`config.mk`:
```
export PLATFORM = sky130hd
export DESIGN_NAME = elastic_refresh_sched
export DESIGN_NICKNAME = d
export VERILOG_FILES = /design/src/rtl/refsched_pkg.sv /design/src/rtl/refsched_interval_timer.sv /design/src/rtl/refsched_backlog.sv /design/src/rtl/refsched_idle_thresh.sv /design/src/rtl/refsched_rfc_busy.sv /design/src/rtl/elastic_refresh_sched.sv
export SDC_FILE = /design/constraint.sdc
export NUM_CORES = 1
export LEC_CHECK = 0
export ABC_AREA = 1
export CORE_MARGIN = 5
export CORE_UTILIZATION = 63
export CTS_BUF_LIST = sky130_fd_sc_hd__clkbuf_4 sky130_fd_sc_hd__clkbuf_8 sky130_fd_sc_hd__clkbuf_16
export DETAILED_ROUTE_END_ITERATION = 6
export PLACE_DENSITY = 0.84
export SLEW_MARGIN = 10
export SYNTH_ARGS = -nofsm -noshare
export SYNTH_HDL_FRONTEND = slang
export SYNTH_SLANG_ARGS = --single-unit
```
`constraint.sdc`:
```
create_clock -name clk -period 7.29 [get_ports clk]
set_input_delay 2.187 -clock clk [delete_from_list [all_inputs] [get_ports clk]]
set_output_delay 2.187 -clock clk [all_outputs]
set_load 0.005 [all_outputs]
```
`src/rtl/refsched_pkg.sv`:
```
// Shared types for the elastic refresh scheduler.
package refsched_pkg;
    // Backlog band that selects how the idle delay is chosen.
    typedef enum logic [1:0] {
        RG_QUIET  = 2'd0,  // too little debt: never request
        RG_FLAT   = 2'd1,  // fixed idle delay
        RG_RAMP   = 2'd2,  // delay shrinks with debt
        RG_FORCED = 2'd3   // debt at limit: request unconditionally
    } refsched_region_e;
endpackage

```
`src/rtl/refsched_interval_timer.sv`:
```
// Refresh interval timer.
// Down-counter that emits a one-cycle tick every T_REFI cycles.
// Assumes T_REFI >= 2.
module refsched_interval_timer #(
    parameter int T_REFI = 1950
) (
    input  logic clk,
    input  logic rst_n,
    output logic tick
);
    localparam int TW = $clog2(T_REFI + 1);
    localparam logic [TW-1:0] RELOAD = TW'(T_REFI - 1);

    logic [TW-1:0] cnt;

    assign tick = (cnt == '0);

    // Count down and reload on expiry.
    always_ff @(posedge clk) begin
        if (!rst_n)    cnt <= RELOAD;
        else if (tick) cnt <= RELOAD;
        else           cnt <= cnt - 1'b1;
    end
endmodule

```
`src/rtl/refsched_backlog.sv`:
```
// Owed-refresh counter.
// Adds one per interval tick (saturating at BL_MAX) and removes one per
// completed refresh (never below zero). A tick and a completion in the
// same cycle cancel.
module refsched_backlog #(
    parameter int BL_MAX = 8,
    parameter int BL_W   = $clog2(BL_MAX + 1)
) (
    input  logic            clk,
    input  logic            rst_n,
    input  logic            tick,
    input  logic            done,
    output logic [BL_W-1:0] backlog
);
    localparam logic [BL_W-1:0] TOP = BL_W'(BL_MAX);

    // Update the debt from the tick and completion events.
    always_ff @(posedge clk) begin
        if (!rst_n) begin
            backlog <= '0;
        end else begin
            unique case ({tick, done})
                2'b10:   if (backlog != TOP) backlog <= backlog + 1'b1;
                2'b01:   if (backlog != '0)  backlog <= backlog - 1'b1;
                default: backlog <= backlog;
            endcase
        end
    end
endmodule

```
`src/rtl/refsched_idle_thresh.sv`:
```
// Idle counter and backlog-dependent threshold.
// Counts consecutive quiet cycles and classifies the backlog into a band.
// It raises thr_met when the band allows an opportunistic refresh and the
// idle count has reached that band's delay.
module refsched_idle_thresh
    import refsched_pkg::*;
#(
    parameter int BL_MAX     = 8,
    parameter int BL_W       = $clog2(BL_MAX + 1),
    parameter int ELIG_MIN   = 2,
    parameter int RAMP_START = 5,
    parameter int THR_FLAT   = 48,
    parameter int THR_STEP   = 16
) (
    input  logic             clk,
    input  logic             rst_n,
    input  logic             rank_idle,
    input  logic             req_pending,
    input  logic             busy,
    input  logic [BL_W-1:0]  backlog,
    output refsched_region_e region,
    output logic             thr_met
);
    localparam int IDLE_W = $clog2(THR_FLAT + THR_STEP * BL_MAX + 1) + 1;

    logic [IDLE_W-1:0] idle_cnt;
    logic [IDLE_W-1:0] thr;
    logic              quiet;

    assign quiet = rank_idle && !req_pending && !busy;

    // Count quiet cycles, restart on any activity, saturate at the top.
    always_ff @(posedge clk) begin
        if (!rst_n || !quiet)   idle_cnt <= '0;
        else if (idle_cnt != '1) idle_cnt <= idle_cnt + 1'b1;
    end

    // Classify the backlog into its band.
    always_comb begin
        if (int'(backlog) >= BL_MAX)          region = RG_FORCED;
        else if (int'(backlog) >= RAMP_START) region = RG_RAMP;
        else if (int'(backlog) >= ELIG_MIN)   region = RG_FLAT;
        else                                  region = RG_QUIET;
    end

    // Pick the idle delay for the band and compare.
    always_comb begin
        if (region == RG_RAMP) thr = IDLE_W'(THR_STEP * (BL_MAX - int'(backlog)));
        else                   thr = IDLE_W'(THR_FLAT);
        thr_met = ((region == RG_FLAT) || (region == RG_RAMP)) && (idle_cnt >= thr);
    end
endmodule

```
`src/rtl/refsched_rfc_busy.sv`:
```
// Refresh occupancy timer.
// Holds busy for T_RFC cycles from the edge that accepts a refresh.
// Pulses done in the last busy cycle. Assumes T_RFC >= 1.
module refsched_rfc_busy #(
    parameter int T_RFC = 88
) (
    input  logic clk,
    input  logic rst_n,
    input  logic start,
    output logic busy,
    output logic done
);
    localparam int RW = $clog2(T_RFC + 1);

    logic [RW-1:0] cnt;

    assign busy = (cnt != '0);
    assign done = (cnt == RW'(1));

    // Load on acceptance, then count down to idle.
    always_ff @(posedge clk) begin
        if (!rst_n)     cnt <= '0;
        else if (start) cnt <= RW'(T_RFC);
        else if (busy)  cnt <= cnt - 1'b1;
    end
endmodule

```
`src/rtl/elastic_refresh_sched.sv`:
```
// Per-rank elastic refresh scheduler (top).
// Combines the interval timer, the debt counter, the idle threshold and
// the occupancy timer. It requests a refresh opportunistically after an
// idle delay set by the debt band, or unconditionally at the debt limit.
// Assumes ref_issued is only meaningful while ref_req is high.
module elastic_refresh_sched
    import refsched_pkg::*;
#(
    parameter int T_REFI     = 1950,
    parameter int T_RFC      = 88,
    parameter int BL_MAX     = 8,
    parameter int ELIG_MIN   = 2,
    parameter int RAMP_START = 5,
    parameter int THR_FLAT   = 48,
    parameter int THR_STEP   = 16,
    localparam int BL_W      = $clog2(BL_MAX + 1)
) (
    input  logic            clk,
    input  logic            rst_n,
    input  logic            rank_idle,
    input  logic            req_pending,
    input  logic            ref_issued,
    output logic            ref_req,
    output logic            ref_urgent,
    output logic            rank_busy,
    output logic [BL_W-1:0] backlog
);
    logic             tick;
    logic             done;
    logic             start;
    logic             thr_met;
    refsched_region_e region;

    refsched_interval_timer #(.T_REFI(T_REFI)) u_timer (
        .clk(clk), .rst_n(rst_n), .tick(tick)
    );

    refsched_backlog #(.BL_MAX(BL_MAX), .BL_W(BL_W)) u_backlog (
        .clk(clk), .rst_n(rst_n), .tick(tick), .done(done), .backlog(backlog)
    );

    refsched_idle_thresh #(
        .BL_MAX(BL_MAX), .BL_W(BL_W), .ELIG_MIN(ELIG_MIN),
        .RAMP_START(RAMP_START), .THR_FLAT(THR_FLAT), .THR_STEP(THR_STEP)
    ) u_thresh (
        .clk(clk), .rst_n(rst_n), .rank_idle(rank_idle),
        .req_pending(req_pending), .busy(rank_busy), .backlog(backlog),
        .region(region), .thr_met(thr_met)
    );

    refsched_rfc_busy #(.T_RFC(T_RFC)) u_busy (
        .clk(clk), .rst_n(rst_n), .start(start), .busy(rank_busy), .done(done)
    );

    // Request when free and either forced or the idle delay has elapsed.
    always_comb begin
        ref_urgent = (region == RG_FORCED);
        ref_req    = !rank_busy && (ref_urgent || thr_met);
        start      = ref_req && ref_issued;
    end
endmodule

```
==> impl_metrics.toml <==
[run_status]
run_status = "completed"

[sta]
fmax_mhz = 175.5
max_slew_margin_pct = 81.60
period_share_pct = 78.16
hold_violations = 0
final.setup.tns_ns = 0
timing.final.setup_violations = 0
post-route-min-period_ns = 5.698
finClkSkew_ns = 0.01730
worstMarginPinSlew_ns = 0.2747
timing.final.max_slew_violations = 0
rsz_0062_raised_after_global_routing = "no"

[die]
die_w_um = 65.31
die_area_um2 = 4265
coreArea_um2 = 3003
num_rows = 20
io_pins = 12
initial_utilization_pct = 64.17
die_h_um = 65.31

[logic_synthesis]
synthesis.instances = 260
post-synth-top-area-fraction_pct = 32.21
synth-warning-count = 0
syn-mean-instance-area_um2 = 7.411
synth_area_leader = "sky130_fd_sc_hd__dfxtp_1"
synthesis.nets = 288
synth_top_cells_by_area = "sky130_fd_sc_hd__dfxtp_1 32%, sky130_fd_sc_hd__ha_1 14%, sky130_fd_sc_hd__inv_1 9.2%"
synth.ff_latch_count = 31
seq_area_frac_synth_pct = 32.21
ys_types = 31
synth.cell_area_um2 = 1927

[setup_path]
start_kind = "register"
data_required_time_of_the_critical_path_ns = 5.10
crit_fanout = 7
critical_path_at_ns = 3.51
cp-end-kind = "output pin"
critical_path.reg2reg.endpoint = "u_busy.cnt[2]$_SDFFE_PP0P_"
worst-r2r-setup-slack_ns = 4.24
cp-endpoint = "ref_req"
startpoint = "u_backlog.backlog[0]$_SDFFE_PN0P_"
r2r_cells = 20
worst-setup-path-type = "reg2out"
regToRegStartpoint = "u_backlog.backlog[0]$_SDFFE_PN0P_"

[run]
max_cap_violations = 0

[clocking]
numClockSinks = 31
cts_inserted_buffers = 5
clkTransAtPathRegs_ns = 0.10
hold_fix_buffers_at_cts = 0
post_cts_repair_setup_buffers = 0
cts_root_buffer = "sky130_fd_sc_hd__clkbuf_4"
worst_skew_pair.late_latency_ns = 0.34
postCtsResizedCells = 0
clock_tree.buffer_depth = 2
h-tree-depth = 2
cts_tree = "built"

[finish]
antenna_cells_inserted = 0
drive_above_1_share_pct = 9.677
syn_to_final_growth_pct = 11.62
final_cell_mix = "47 x sky130_fd_sc_hd__inv_1, 47 x sky130_fd_sc_hd__nand2_1, 31 x sky130_fd_sc_hd__dfxtp_1"
layout.core_utilization_pct = 71.63
fin_nets = 306

[power_and_ir_drop]
power.density_nw_per_um2 = 284.0
power.static_leakage_nw = 0.9783
vdd_ir_drop_max_uv = 120.8

[drt]
first_pass_iters = 4
drt_iter0_markers = 59
routed_wl_mm = 3.454
num_vias = 1608
route.antenna.remaining_nets = 0
avgRoutedWirePerCell_um = 11.07
viasPerCell = 5.154
route.detailed.drc = 0

[grt]
global_route.usage.total_pct = 18.43
grt_first_pass_wirelength_mm = 6.099
grt_overflow_total = 0
grt_antenna_before_repair = 0
grt_max_degree = 11
vias_in_the_first_global_route = 1480

[place]
hpwl_mm = 2.650
routabilityCongestion = 0.8545
place.port_buffers = 11

[worst_hold_path]
worst_hold_path_type = "reg2reg"
[layer usage]
metal | part of all wire (%) | GRT usage, % | vias to the layer above | wire length (µm)
met3 | 5.2 | 5.641 | 2 | 179
met2 | 45 | 30.72 | 30 | 1560
met4 | 0.78 | 6.995 | 0 | 27
met5 | 0 | 0 | - | 0
li1 | - | - | 861 | -
met1 | 49 | 22.14 | 715 | 1687
[metrics by stage]
| step | power, mW | hold slack, ns | cells | setup slack (ns) | area, µm² |
|---|---|---|---|---|---|
| after floorplan | 0.4257 | 0.3893 | 260 | 2.747 | 1927 |
| after global placement | 0.4867 | 0.4028 | 304 | 2.159 | 2078 |
| after detailed placement | 0.4954 | 0.4047 | 304 | 1.986 | 2078 |
| after CTS | 0.6157 | 0.4275 | 312 | 1.587 | 2151 |
| after global routing | 0.6662 | 0.4671 | 312 | 1.249 | 2151 |
| final | 0.6109 | 0.4284 | 312 | 1.592 | 2151 |
[logic make-up (layout without fill, tap and decap cells)]
kind of cell    Yosys count  count (layout)  synth area share [%]
flops                    31              31                 32.21
compound gates           39              39                 11.17
simple gates            111             111                 28.57
xor+xnor                  7               7                 3.182
fa+ha+maj                23              23                 15.32
buf+inv                  49              68                 9.546
[how the worst min path moves through the flow]
stage                               from                   endpoint  depth (start not counted)
4_1_cts        u_timer.cnt[0]$_SDFF_PP1_  u_timer.cnt[0]$_SDFF_PP1_                          1
3_3_place_gp   u_timer.cnt[0]$_SDFF_PP1_  u_timer.cnt[0]$_SDFF_PP1_                          1
3_5_place_dp   u_timer.cnt[0]$_SDFF_PP1_  u_timer.cnt[0]$_SDFF_PP1_                          1
6_report       u_timer.cnt[0]$_SDFF_PP1_  u_timer.cnt[0]$_SDFF_PP1_                          1
2_1_floorplan  u_timer.cnt[0]$_SDFF_PP1_  u_timer.cnt[0]$_SDFF_PP1_                          1
5_1_grt        u_timer.cnt[0]$_SDFF_PP1_  u_timer.cnt[0]$_SDFF_PP1_                          1
[Yosys cell counts]
master                     instances
sky130_fd_sc_hd__a211oi_1          1
sky130_fd_sc_hd__a21oi_1          22
sky130_fd_sc_hd__a21oi_4           1
sky130_fd_sc_hd__a31oi_1           1
sky130_fd_sc_hd__dfxtp_1          31
sky130_fd_sc_hd__fa_1              1
sky130_fd_sc_hd__ha_1             22
sky130_fd_sc_hd__inv_1            47
sky130_fd_sc_hd__inv_2             2
sky130_fd_sc_hd__nand2_1          47
sky130_fd_sc_hd__nand2_2           3
sky130_fd_sc_hd__nand3_1          15
sky130_fd_sc_hd__nand3_2           2
sky130_fd_sc_hd__nand3_4           1
sky130_fd_sc_hd__nand3b_1          1
sky130_fd_sc_hd__nand4_1           1
sky130_fd_sc_hd__nand4_2           1
sky130_fd_sc_hd__nor2_1           25
sky130_fd_sc_hd__nor2_2            3
sky130_fd_sc_hd__nor2_4            2
sky130_fd_sc_hd__nor2_8            1
sky130_fd_sc_hd__nor3_1            5
sky130_fd_sc_hd__nor3_2            2
sky130_fd_sc_hd__nor3b_1           1
sky130_fd_sc_hd__o211ai_1          1
sky130_fd_sc_hd__o21ai_0          11
sky130_fd_sc_hd__o21ai_1           1
sky130_fd_sc_hd__o21bai_1          1
sky130_fd_sc_hd__or2_4             1
sky130_fd_sc_hd__xnor2_1           2
sky130_fd_sc_hd__xor2_1            5
[worst max-delay path, stage by stage, from the launching register on]
cell and delay (ns):
sky130_fd_sc_hd__dfxtp_1 0.45, sky130_fd_sc_hd__inv_1 0.16, sky130_fd_sc_hd__ha_1 0.23, sky130_fd_sc_hd__a31oi_1 0.26, sky130_fd_sc_hd__o21bai_1 0.17, sky130_fd_sc_hd__nand2_1 0.09, sky130_fd_sc_hd__inv_1 0.07, sky130_fd_sc_hd__ha_1 0.20
sky130_fd_sc_hd__inv_1 0.07, sky130_fd_sc_hd__a21oi_1 0.10, sky130_fd_sc_hd__o21ai_0 0.09, sky130_fd_sc_hd__ha_1 0.28, sky130_fd_sc_hd__nand2_1 0.04, sky130_fd_sc_hd__inv_1 0.07, sky130_fd_sc_hd__nand3_1 0.08, sky130_fd_sc_hd__nand3_1 0.09
sky130_fd_sc_hd__nand2_1 0.08, sky130_fd_sc_hd__a21oi_1 0.13, sky130_fd_sc_hd__clkdlybuf4s50_1 0.51
[layout make-up]
class                   instances  area [µm²]
clock inverters                 1       7.507
well taps                      33       41.29
inverters                      49       183.9
clock buffers                   7       65.06
flip-flops and latches         31       620.6
repair buffers                 11       110.1
multi-input cells             180        1122
fillers                       251       852.1
[sequential cells by signal, summed over array words and instances (netlist names)]
register and cells:
u_thresh.idle_cnt 9, u_busy.cnt 7, u_timer.cnt 11, u_backlog.backlog 4
[where the power goes]
group          switching, mW  internal [mW]  total [mW]
clock network         0.0631         0.0563       0.119
logic                  0.161          0.111       0.272
registers             0.0266          0.193       0.219
Power figures use the tool's default switching activity.
